### src/rtl/qmon_pkg.sv
`timescale 1ns/1ps
package qmon_pkg;
  localparam int STAT_W     = 16;
  localparam int RX_IRQ_BIT = 13;
  localparam int TX_IRQ_BIT = 6;

  typedef enum logic [1:0] {
    CNT_HOLD = 2'd0,
    CNT_UP   = 2'd1,
    CNT_DOWN = 2'd2
  } cnt_act_e;

  // Decide the counter move from the strobes and the limits
  function automatic cnt_act_e cnt_action(input logic push, input logic pop,
                                          input logic at_max, input logic at_zero);
    cnt_act_e a;
    a = CNT_HOLD;
    if (push && !pop && !at_max)      a = CNT_UP;
    else if (pop && !push && !at_zero) a = CNT_DOWN;
    return a;
  endfunction
endpackage

### src/rtl/qmon_frame_ctr.sv
`timescale 1ns/1ps
module qmon_frame_ctr #(
  parameter int CNT_W = 8
) (
  input  logic             clk,
  input  logic             rst_n,
  input  logic             push,
  input  logic             pop,
  output logic [CNT_W-1:0] count
);
  import qmon_pkg::*;

  localparam logic [CNT_W-1:0] CNT_MAX = {CNT_W{1'b1}};

  logic     at_max;
  logic     at_zero;
  cnt_act_e act;

  assign at_max  = (count == CNT_MAX);
  assign at_zero = (count == '0);

  always_comb act = cnt_action(push, pop, at_max, at_zero);

  always_ff @(posedge clk) begin
    if (!rst_n) begin
      count <= '0;
    end else begin
      case (act)
        CNT_UP:   count <= count + 1'b1;
        CNT_DOWN: count <= count - 1'b1;
        default:  count <= count;
      endcase
    end
  end
endmodule

### src/rtl/qmon_cfg_reg.sv
`timescale 1ns/1ps
module qmon_cfg_reg #(
  parameter int W = 8
) (
  input  logic         clk,
  input  logic         rst_n,
  input  logic         wr_en,
  input  logic [W-1:0] wr_data,
  output logic [W-1:0] value
);
  always_ff @(posedge clk) begin
    if (!rst_n)     value <= '0;
    else if (wr_en) value <= wr_data;
  end
endmodule

### src/rtl/qmon_sticky_bit.sv
`timescale 1ns/1ps
module qmon_sticky_bit (
  input  logic clk,
  input  logic rst_n,
  input  logic cond,
  input  logic clr,
  output logic q
);
  // Acknowledge wins over a new set; a held condition sets again a cycle later
  always_ff @(posedge clk) begin
    if (!rst_n)    q <= 1'b0;
    else if (clr)  q <= 1'b0;
    else if (cond) q <= 1'b1;
  end
endmodule

### src/rtl/qmon_irq_top.sv
`timescale 1ns/1ps
module qmon_irq_top #(
  parameter int CNT_W  = 8,
  parameter int THR_W  = 8,
  parameter int REQ_W  = 16,
  parameter int FREE_W = 16
) (
  input  logic                        clk,
  input  logic                        rst_n,
  input  logic                        rx_push,
  input  logic                        rx_pop,
  input  logic [FREE_W-1:0]           free_dw,
  input  logic                        thr_wr_en,
  input  logic [THR_W-1:0]            thr_wr_data,
  input  logic                        req_wr_en,
  input  logic [REQ_W-1:0]            req_wr_data,
  input  logic                        rx_irq_en,
  input  logic                        tx_irq_en,
  input  logic                        stat_wr,
  input  logic [qmon_pkg::STAT_W-1:0] stat_wr_data,
  output logic [THR_W-1:0]            thr_rd,
  output logic [REQ_W-1:0]            req_rd,
  output logic [CNT_W-1:0]            rx_count,
  output logic [qmon_pkg::STAT_W-1:0] stat
);
  import qmon_pkg::*;

  localparam int RX_CMP_W = (CNT_W > THR_W) ? CNT_W : THR_W;
  localparam int TX_CMP_W = (FREE_W > REQ_W) ? FREE_W : REQ_W;
  localparam int N_SRC    = 2;

  localparam int SRC_BIT [N_SRC] = '{RX_IRQ_BIT, TX_IRQ_BIT};

  function automatic logic rx_over(input logic [CNT_W-1:0] c, input logic [THR_W-1:0] t);
    return RX_CMP_W'(c) > RX_CMP_W'(t);
  endfunction

  function automatic logic tx_fits(input logic [FREE_W-1:0] f, input logic [REQ_W-1:0] r);
    return TX_CMP_W'(f) >= TX_CMP_W'(r);
  endfunction

  logic             rx_hit;
  logic             tx_hit;
  logic [N_SRC-1:0] src_cond;
  logic [N_SRC-1:0] src_clr;
  logic [N_SRC-1:0] src_q;

  qmon_frame_ctr #(.CNT_W(CNT_W)) u_ctr (
    .clk   (clk),
    .rst_n (rst_n),
    .push  (rx_push),
    .pop   (rx_pop),
    .count (rx_count)
  );

  qmon_cfg_reg #(.W(THR_W)) u_thr (
    .clk     (clk),
    .rst_n   (rst_n),
    .wr_en   (thr_wr_en),
    .wr_data (thr_wr_data),
    .value   (thr_rd)
  );

  qmon_cfg_reg #(.W(REQ_W)) u_req (
    .clk     (clk),
    .rst_n   (rst_n),
    .wr_en   (req_wr_en),
    .wr_data (req_wr_data),
    .value   (req_rd)
  );

  assign rx_hit   = rx_irq_en && rx_over(rx_count, thr_rd);
  assign tx_hit   = tx_irq_en && tx_fits(free_dw, req_rd);
  assign src_cond = {tx_hit, rx_hit};

  for (genvar g = 0; g < N_SRC; g++) begin : g_src
    assign src_clr[g] = stat_wr && stat_wr_data[SRC_BIT[g]];
    qmon_sticky_bit u_bit (
      .clk   (clk),
      .rst_n (rst_n),
      .cond  (src_cond[g]),
      .clr   (src_clr[g]),
      .q     (src_q[g])
    );
  end

  always_comb begin
    stat             = '0;
    stat[RX_IRQ_BIT] = src_q[0];
    stat[TX_IRQ_BIT] = src_q[1];
  end
endmodule

### config.mk
export PLATFORM = sky130hd
export DESIGN_NAME = qmon_irq_top
export DESIGN_NICKNAME = d
export VERILOG_FILES = /design/src/rtl/qmon_pkg.sv /design/src/rtl/qmon_frame_ctr.sv /design/src/rtl/qmon_cfg_reg.sv /design/src/rtl/qmon_sticky_bit.sv /design/src/rtl/qmon_irq_top.sv
export SDC_FILE = /design/constraint.sdc
export NUM_CORES = 1
export LEC_CHECK = 0
export BUFFER_PORTS_ARGS = -buffer_cell sky130_fd_sc_hd__buf_2
export CORE_MARGIN = 2
export CORE_UTILIZATION = 50
export CTS_CLUSTER_DIAMETER = 30
export CTS_CLUSTER_SIZE = 30
export DETAILED_ROUTE_END_ITERATION = 7
export PLACE_DENSITY = 0.86
export SETUP_SLACK_MARGIN = 0.2
export SLEW_MARGIN = 5
export SYNTH_ARGS = -nofsm -noshare
export SYNTH_HDL_FRONTEND = slang
export SYNTH_HIERARCHICAL = 1
export SYNTH_SLANG_ARGS = --single-unit
### constraint.sdc
create_clock -name clk -period 7.31 [get_ports clk]
set_input_delay 1.462 -clock clk [delete_from_list [all_inputs] [get_ports clk]]
set_output_delay 1.462 -clock clk [all_outputs]
set_load 0.03 [all_outputs]
==> metrics.yaml, run 1 <==
outcome:
  status: "finished, final reports clean"
setup_path:
  cp_cell_sequence: "buf_2, a211o_1, inv_1, ha_1, a211oi_1, o211ai_1, and3b_1, o21a_1, nor3_1"
  worst-setup-path-type: "input pin to flop"
  cp-end-kind: "flop"
  worstPathMaxFanout: 7
  cp.required_ns: 7.52
  timing.critical_path.slowest_stage_cell: "sky130_fd_sc_hd__a211o_1"
  maximum_cell_stage_delay_along_the_critical_path_ns: 0.39
  start_kind: "input pin"
  rrSetupSlack_ns: 4.57
  critPathArrivalTime_ns: 3.58
clocking:
  cts-buffers-inserted: 5
  cts.sink_count: 34
  cts_htree_levels: 2
  tritoncts_clock_tree: "built"
  clock_insertion_delay_worst_skew_ns: 0.28
  ctsLongestPathBuffers: 2
  ctsRootBufferMaster: "sky130_fd_sc_hd__clkbuf_8"
  cts_hold_buffers: 0
  post_cts.resized_instances: 0
  clkTransAtPathRegs_ns: 0.07
  cts_post_setup_buffers_inserted: 0
die:
  rows: 24
  die_h_um: 72.7
  core-area_um2: 4440
  boundaryPins: 113
  start_util_pct: 53.0
  floorplan.die.width_um: 72.7
  floorplan.die_area_um2: 5280
detailed_routing:
  drt_iter0_drc: 54
  wl_final_um: 5040
  first_pass_iters: 4
  drt_drc_violations_left: 0
  antenna_violating_nets_post_route: 0
  routed_via_density: 5.22
  detail_route.wl_per_cell_um: 12.8
  routed-via-count: 2047
timing:
  report.final.slew_viol_count: 0
  report.final.hold_viol_count: 0
  setup_violations: 0
  skew_ns: 0.00497
  timing.final.crit_share_pct: 46.1
  fmaxAchievable_ghz: 0.296
  rsz0062_at_grt: "no"
  finalSetupTns_ns: 0
  post-route-min-period_ns: 3.37
logic_synthesis:
  synth_area_per_cell_um2: 9.24
  netlist-cell-type-count: 42
  dominantRegCellSynth: "sky130_fd_sc_hd__dfxtp_1"
  seq_area_frac_synth_pct: 28.9
  number_of_instances_in_the_synthesized_netlist: 255
  post_synth_instance_area_um2: 2360
  ys_top_cells_by_area: "sky130_fd_sc_hd__dfxtp_1 (29%), sky130_fd_sc_hd__ha_1 (16%), sky130_fd_sc_hd__mux2i_1 (10%), sky130_fd_sc_hd__nor2b_1 (6.9%), sky130_fd_sc_hd__inv_1 (4.6%)"
  synth_top_area_cell: "sky130_fd_sc_hd__dfxtp_1"
  synth.yosys.warnings: 6
  post_synth_top_area_share_pct: 28.9
  ys_seq_elements: 34
  synth_edf_count: 0
  synth_async_sr_flop_share_pct: 0
global_route:
  pin_count_of_the_biggest_net_entering_global_routing: 31
  gr-usage-all-layers_pct: 19.5
  global_route.overflow_total: 0
  vias_in_the_first_global_route: 1899
  first_pass_grt_wire_length_um: 8210
  antenna_violations_before_repair: 0
final_layout:
  area.growth.synth_to_final_pct: 19.1
  antennaDiodeCount: 0
  num-nets-final: 436
  layout.core_utilization_pct: 63.2
  post_route_cells_drive_above_1_share_pct: 29.4
place:
  port_buffers: 84
  globalplace.congestion: 0.843
  place_hpwl_um: 4000
power_and_ir_drop:
  power.ir.vdd_worst_mv: 0.122
  power.static_leakage_nw: 1.43
  power-per-cell-area_nw_per_um2: 201
  power.total_w: 0.000565
job:
  drv_cap: 0
min_path:
  min_path_type: "flop to flop"
-- through the flow --
| stage | instances | instance area, um^2 | setup slack (ns) | hold WS (ns) |
|---|---|---|---|---|
| after floorplan | 268 | 2410 | 4.05 | 0.636 |
| after detailed placement | 385 | 2730 | 3.68 | 0.526 |
| final | 392 | 2810 | 3.94 | 0.534 |
| after global placement | 385 | 2730 | 3.74 | 0.516 |
| after global routing | 392 | 2810 | 3.82 | 0.559 |
| after CTS | 392 | 2810 | 3.98 | 0.540 |
-- worst paths after layout --
kind,startpoint,endpoint,depth (start not counted)
setup reg to reg,u_ctr/count[3]$_SDFFE_PN0P_,u_ctr/count[7]$_SDFFE_PN0P_,9
setup / recovery,rx_push,u_ctr/count[7]$_SDFFE_PN0P_,9
hold / removal,u_req/value[7]$_SDFFE_PN0P_,u_req/value[7]$_SDFFE_PN0P_,2
hold reg to reg,u_req/value[7]$_SDFFE_PN0P_,u_req/value[7]$_SDFFE_PN0P_,2
-- per-layer routing --
layer	track usage [%]	part of all wire, %	up-vias
met2	34.4	49	78
met4	4.94	1.5	0
met5	0	0	-
li1	-	-	1023
met3	5.80	7.7	8
met1	22.9	42	938
-- state kept, by name, indices dropped and copies added (netlist names) --
name           cells
u_req/value       16
u_thr/value        8
u_ctr/count        8
g_src.u_bit/q      2
-- worst max-delay path, delay by kind of cell --
kind / cells / cell delay (ns)
buffers and inverters: 2 / 0.34
adders and majority gates: 1 / 0.30
and+or+nand+nor: 2 / 0.33
AOI/OAI and AO/OA: 4 / 1.14
-- cell families after synthesis --
| family | after synthesis | synth area share [%] |
|---|---|---|
| simple gates | 68 | 17.1 |
| xor+xnor | 3 | 1.11 |
| compound gates | 46 | 14.2 |
| flops | 34 | 28.9 |
| buf+inv | 48 | 11.5 |
| other cells | 1 | 0.159 |
| fa+ha+maj | 31 | 16.8 |
| mux | 24 | 10.2 |
-- layout by cell type, fill, tap and decap left out, types with 5 or more instances in the layout --
| cell type | count |
|---|---|
| sky130_fd_sc_hd__nor2b_1 | 26 |
| sky130_fd_sc_hd__mux2i_1 | 24 |
| sky130_fd_sc_hd__ha_1 | 30 |
| sky130_fd_sc_hd__o21a_1 | 7 |
| sky130_fd_sc_hd__buf_2 | 84 |
| sky130_fd_sc_hd__conb_1 | 14 |
| sky130_fd_sc_hd__clkbuf_8 | 5 |
| sky130_fd_sc_hd__dfxtp_1 | 34 |
| sky130_fd_sc_hd__o21ai_0 | 5 |
| sky130_fd_sc_hd__nand2_1 | 7 |
| sky130_fd_sc_hd__inv_1 | 29 |
| sky130_fd_sc_hd__nor2_1 | 10 |
| sky130_fd_sc_hd__a21oi_1 | 15 |
| sky130_fd_sc_hd__nand4_1 | 7 |
-- Yosys cell counts, types with 2 or more instances --
cell type / count
sky130_fd_sc_hd__dfxtp_1: 34
sky130_fd_sc_hd__ha_1: 30
sky130_fd_sc_hd__inv_1: 29
sky130_fd_sc_hd__nor2b_1: 26
sky130_fd_sc_hd__mux2i_1: 24
sky130_fd_sc_hd__a21oi_1: 15
sky130_fd_sc_hd__buf_4: 14
sky130_fd_sc_hd__nor2_1: 10
sky130_fd_sc_hd__nand2_1: 7
sky130_fd_sc_hd__nand4_1: 7
sky130_fd_sc_hd__o21a_1: 7
sky130_fd_sc_hd__o21ai_0: 5
sky130_fd_sc_hd__nand3_1: 4
sky130_fd_sc_hd__a21o_1: 3
sky130_fd_sc_hd__buf_6: 3
sky130_fd_sc_hd__nor3_1: 3
sky130_fd_sc_hd__a211o_1: 2
sky130_fd_sc_hd__a211oi_1: 2
sky130_fd_sc_hd__and2_1: 2
sky130_fd_sc_hd__nor3b_2: 2
sky130_fd_sc_hd__nor4_1: 2
sky130_fd_sc_hd__o211ai_1: 2
sky130_fd_sc_hd__o21bai_1: 2
sky130_fd_sc_hd__xnor2_1: 2
-- area by class of cell --
cell class                      count  area, um^2
Fill cell                         399        1640
Sequential cell                    34         681
Timing Repair Buffer               84         420
Clock inverter                      2        10.0
Inverter                           29         109
Clock buffer                        5        68.8
Tap cell                           52        65.1
Multi-Input combinational cell    186        1450
-- where the power goes --
group	total [W]	internal [W]	switching (W)	leakage, nW
Clock	0.000131	0.0000639	0.0000673	0.0438
Sequential	0.000222	0.000202	0.0000197	0.280
Combinational	0.000212	0.0000867	0.000126	1.11
(Power assumes the default switching activity.)
==> run 2: changes to the inputs <==
CORE_UTILIZATION = 42   (was 50)
PLACE_DENSITY = 0.77   (was 0.86)
clock period = 3 ns   (was 7.31 ns; I/O delays follow)
==> run 2 against run 1 <==
Net effect: critical path depth unchanged; sequential share of layout area is 0.90 points lower; register-to-register slack got worse by 4.1 ns; clock skew increased by 0.0045 ns; combinational power increased to 2.5 times the previous value; clock-buffer cell count is 1 higher; wire length up 4.3%; first-iteration DRC count increased by 30%; sequential cell count did not move; design area up 3.9%; global-route usage is 2.4 points lower; largest power group unchanged; highest routed layer unchanged.
==> metrics.yaml, run 2 (synthesized netlist as in run 1, its figures left out) <==
setup_path:
  cpLargestDelayFamily: "compound AO/OA/AOI/OAI gates"  # unchanged
  cp-end-kind: "flop"  # unchanged
  rrSetupSlack_ns: 0.49  # was 4.57 ns
  start_kind: "flop"  # was input pin
  critical-path-top-cell-by-count: "sky130_fd_sc_hd__o21a_1"
  r2r_start: "u_ctr/count[0]$_SDFFE_PN0P_"  # was u_ctr/count[3]$_SDFFE_PN0P_
  worstPathMaxFanout: 8  # was 7
  cp_cell_sequence: "nor4_1, a211o_1, inv_1, ha_1, nor2b_1, o31a_1, o21a_1, o21a_1, o32ai_2"  # was buf_2, a211o_1, inv_1, ha_1, a211oi_1, o211ai_1, and3b_1, o21a_1, nor3_1
  maximum_cell_stage_delay_along_the_critical_path_ns: 0.49  # was 0.39 ns
  worst-setup-path-type: "flop to flop"  # was input pin to flop
  timing.critical_path.slowest_stage_cell: "sky130_fd_sc_hd__dfxtp_1"  # was sky130_fd_sc_hd__a211o_1
  cp.required_ns: 3.19  # was 7.52 ns
  reg2reg_depth: 9  # unchanged
  critPathArrivalTime_ns: 2.70  # was 3.58 ns
  crit-reg2reg-capture: "u_ctr/count[6]$_SDFFE_PN0P_"  # was u_ctr/count[7]$_SDFFE_PN0P_
  cp.buffers_inverters: 1  # was 2
global_route:
  vias_in_the_first_global_route: 1997  # was 1899
  antenna_violations_before_repair: 0  # unchanged
  gr-usage-all-layers_pct: 17.1  # was 19.5%
  global_route.overflow_total: 0  # unchanged
  pin_count_of_the_biggest_net_entering_global_routing: 31  # unchanged
  first_pass_grt_wire_length_um: 8560  # was 8210 um
final_layout:
  multi_input_area_um2: 1460  # was 1450 um^2
  antennaDiodeCount: 0  # unchanged
  area.growth.synth_to_final_pct: 23.7  # was 19.1%
  filler_cell_count: 519  # was 399
  flip_flop_count_of_the_largest_register_after_layout: 16  # unchanged
  fin_area_um2: 2920  # was 2810 um^2
  final_cell_mix: "sky130_fd_sc_hd__buf_2 (84), sky130_fd_sc_hd__dfxtp_1 (34), sky130_fd_sc_hd__ha_1 (30)"  # unchanged
  largestRegisters: "u_req/value (16), u_ctr/count (8), u_thr/value (8)"  # unchanged
  register_name_with_the_most_flops: "u_req/value"  # unchanged
  post_route_cells_drive_above_1_share_pct: 30.3  # was 29.4%
  register_area_um2: 681  # unchanged
  num-nets-final: 438  # was 436
  layout_commonest_cell: "sky130_fd_sc_hd__buf_2"  # unchanged
timing:
  timing.final.crit_share_pct: 83.7
  finalSetupTns_ns: 0  # unchanged
  setup_violations: 0  # unchanged
  post-route-min-period_ns: 2.51
  report.final.slew_viol_count: 0  # unchanged
  report.final.hold_viol_count: 0  # unchanged
  fmaxAchievable_ghz: 0.398
  rsz0062_at_grt: "no"  # unchanged
  final.hold.worst_slack_ns: 0.533  # was 0.534 ns
  skew_ns: 0.00948  # was 0.00497 ns
power_and_ir_drop:
  power.static_leakage_nw: 1.47  # was 1.43 nW
  power-per-cell-area_nw_per_um2: 548  # was 201 nW/um^2
  power.ir.vdd_worst_mv: 0.319  # was 0.122 mV
  power.total_w: 0.00160  # was 0.000565 W
clocking:
  ctsLongestPathBuffers: 2  # unchanged
  clkTransAtPathRegs_ns: 0.07  # about the same
  cts.sink_count: 34  # unchanged
  clock_insertion_delay_worst_skew_ns: 0.28  # about the same
  ctsRootBufferMaster: "sky130_fd_sc_hd__clkbuf_8"  # unchanged
  cts-buffers-inserted: 5  # unchanged
  cts_htree_levels: 2  # unchanged
  tritoncts_clock_tree: "built"  # unchanged
  cts_post_setup_buffers_inserted: 0  # unchanged
detailed_routing:
  wl_final_um: 5250  # was 5040 um
  detail_route.wl_per_cell_um: 12.7  # was 12.8 um
  drt_iter0_drc: 70  # was 54
  antenna_violating_nets_post_route: 0  # unchanged
  routed_via_density: 4.93  # was 5.22
  first_pass_iters: 4  # unchanged
  routed-via-count: 2047  # unchanged
  drt_drc_violations_left: 0  # unchanged
die:
  floorplan.die_area_um2: 6230  # was 5280 um^2
  core-area_um2: 5470  # was 4440 um^2
  die_h_um: 78.9  # was 72.7 um
  boundaryPins: 113  # unchanged
  rows: 27  # was 24
  start_util_pct: 43.1  # was 53.0%
  floorplan.die.width_um: 78.9  # was 72.7 um
place:
  place_hpwl_um: 4120  # was 4000 um
  globalplace.congestion: 0.788  # was 0.843
  port_buffers: 84  # unchanged
  postPlaceCellArea_um2: 2770  # was 2730 um^2
min_path:
  hold_end: "g_src[0].u_bit/q$_SDFFE_PP0P_"  # was u_req/value[7]$_SDFFE_PN0P_
  min_path_type: "flop to flop"  # unchanged
  hp-start: "g_src[0].u_bit/q$_SDFFE_PP0P_"  # was u_req/value[7]$_SDFFE_PN0P_
  timing.hold.worst_path_depth: 2  # unchanged
outcome:
  status: "finished, final reports clean"  # unchanged
job:
  drv_cap: 0  # unchanged
-- run 2: cell count changes in the layout (fill, tap and decap cells not counted) --
cell and delta:
sky130_fd_sc_hd__a211oi_1 -1, sky130_fd_sc_hd__a211oi_2 +1, sky130_fd_sc_hd__buf_4 +2, sky130_fd_sc_hd__bufinv_16 +2, sky130_fd_sc_hd__clkbuf_8 +1, sky130_fd_sc_hd__clkinv_2 -2
-- run 2: metrics by stage --
stage / util, % / setup slack, ns / cells
floorplan: - / 0.466 / 268
global placement: 50.6 / 0.399 / 407
detailed placement: 50.6 / 0.313 / 407
CTS: 53.2 / 0.391 / 415
global route: 53.3 / 0.265 / 415
finish: 53.3 / 0.489 / 415
-- run 2: worst max-delay path by stage --
| stage | start | end | cells after the start |
|---|---|---|---|
| 2_1_floorplan | u_ctr/count[0]$_SDFFE_PN0P_ | u_ctr/count[6]$_SDFFE_PN0P_ | 10 |
| 3_3_place_gp | rx_push | u_ctr/count[7]$_SDFFE_PN0P_ | 9 |
| 3_5_place_dp | rx_push | u_ctr/count[7]$_SDFFE_PN0P_ | 9 |
| 4_1_cts | u_ctr/count[0]$_SDFFE_PN0P_ | u_ctr/count[7]$_SDFFE_PN0P_ | 9 |
| 5_1_grt | u_ctr/count[0]$_SDFFE_PN0P_ | u_ctr/count[7]$_SDFFE_PN0P_ | 9 |
| 6_report | u_ctr/count[0]$_SDFFE_PN0P_ | u_ctr/count[6]$_SDFFE_PN0P_ | 9 |
-- run 2: repair_timing --
item / in CTS / in global routing
resized for setup: 0 / 1
endpoints found under the setup margin: 0 / 1
endpoints found under the hold margin: 0 / 0
hold buffers: 0 / 0
-- run 2: power by group --
part,internal (W),switching [W]
registers,0.000492,0.0000473
logic,0.000220,0.000315
clock network,0.000355,0.000168
total,0.00107,0.000530
-- run 2: cell type report --
cell class	count	area share, %
Clock buffer	6	2.83
Clock inverter	2	2.06
Inverter	29	3.73
Multi-Input combinational cell	186	50.0
Sequential cell	34	23.3
Tap cell	72	3.09
Timing Repair Buffer	86	14.9
-- run 2: worst min-delay path, cell delays in order (launching register included) --
cell                      delay [ns]
sky130_fd_sc_hd__dfxtp_1        0.32
sky130_fd_sc_hd__nor2_1         0.12
sky130_fd_sc_hd__nor3b_2        0.05
-- run 2: layer usage --
layer  vias to the layer above  global-route usage (%)  wire, um
met5                         -                       0         0
met4                         0                    4.31        11
met3                         2                    5.11       458
met2                        94                    30.6      2480
met1                       920                    20.0      2300
li1                       1031                       -         -
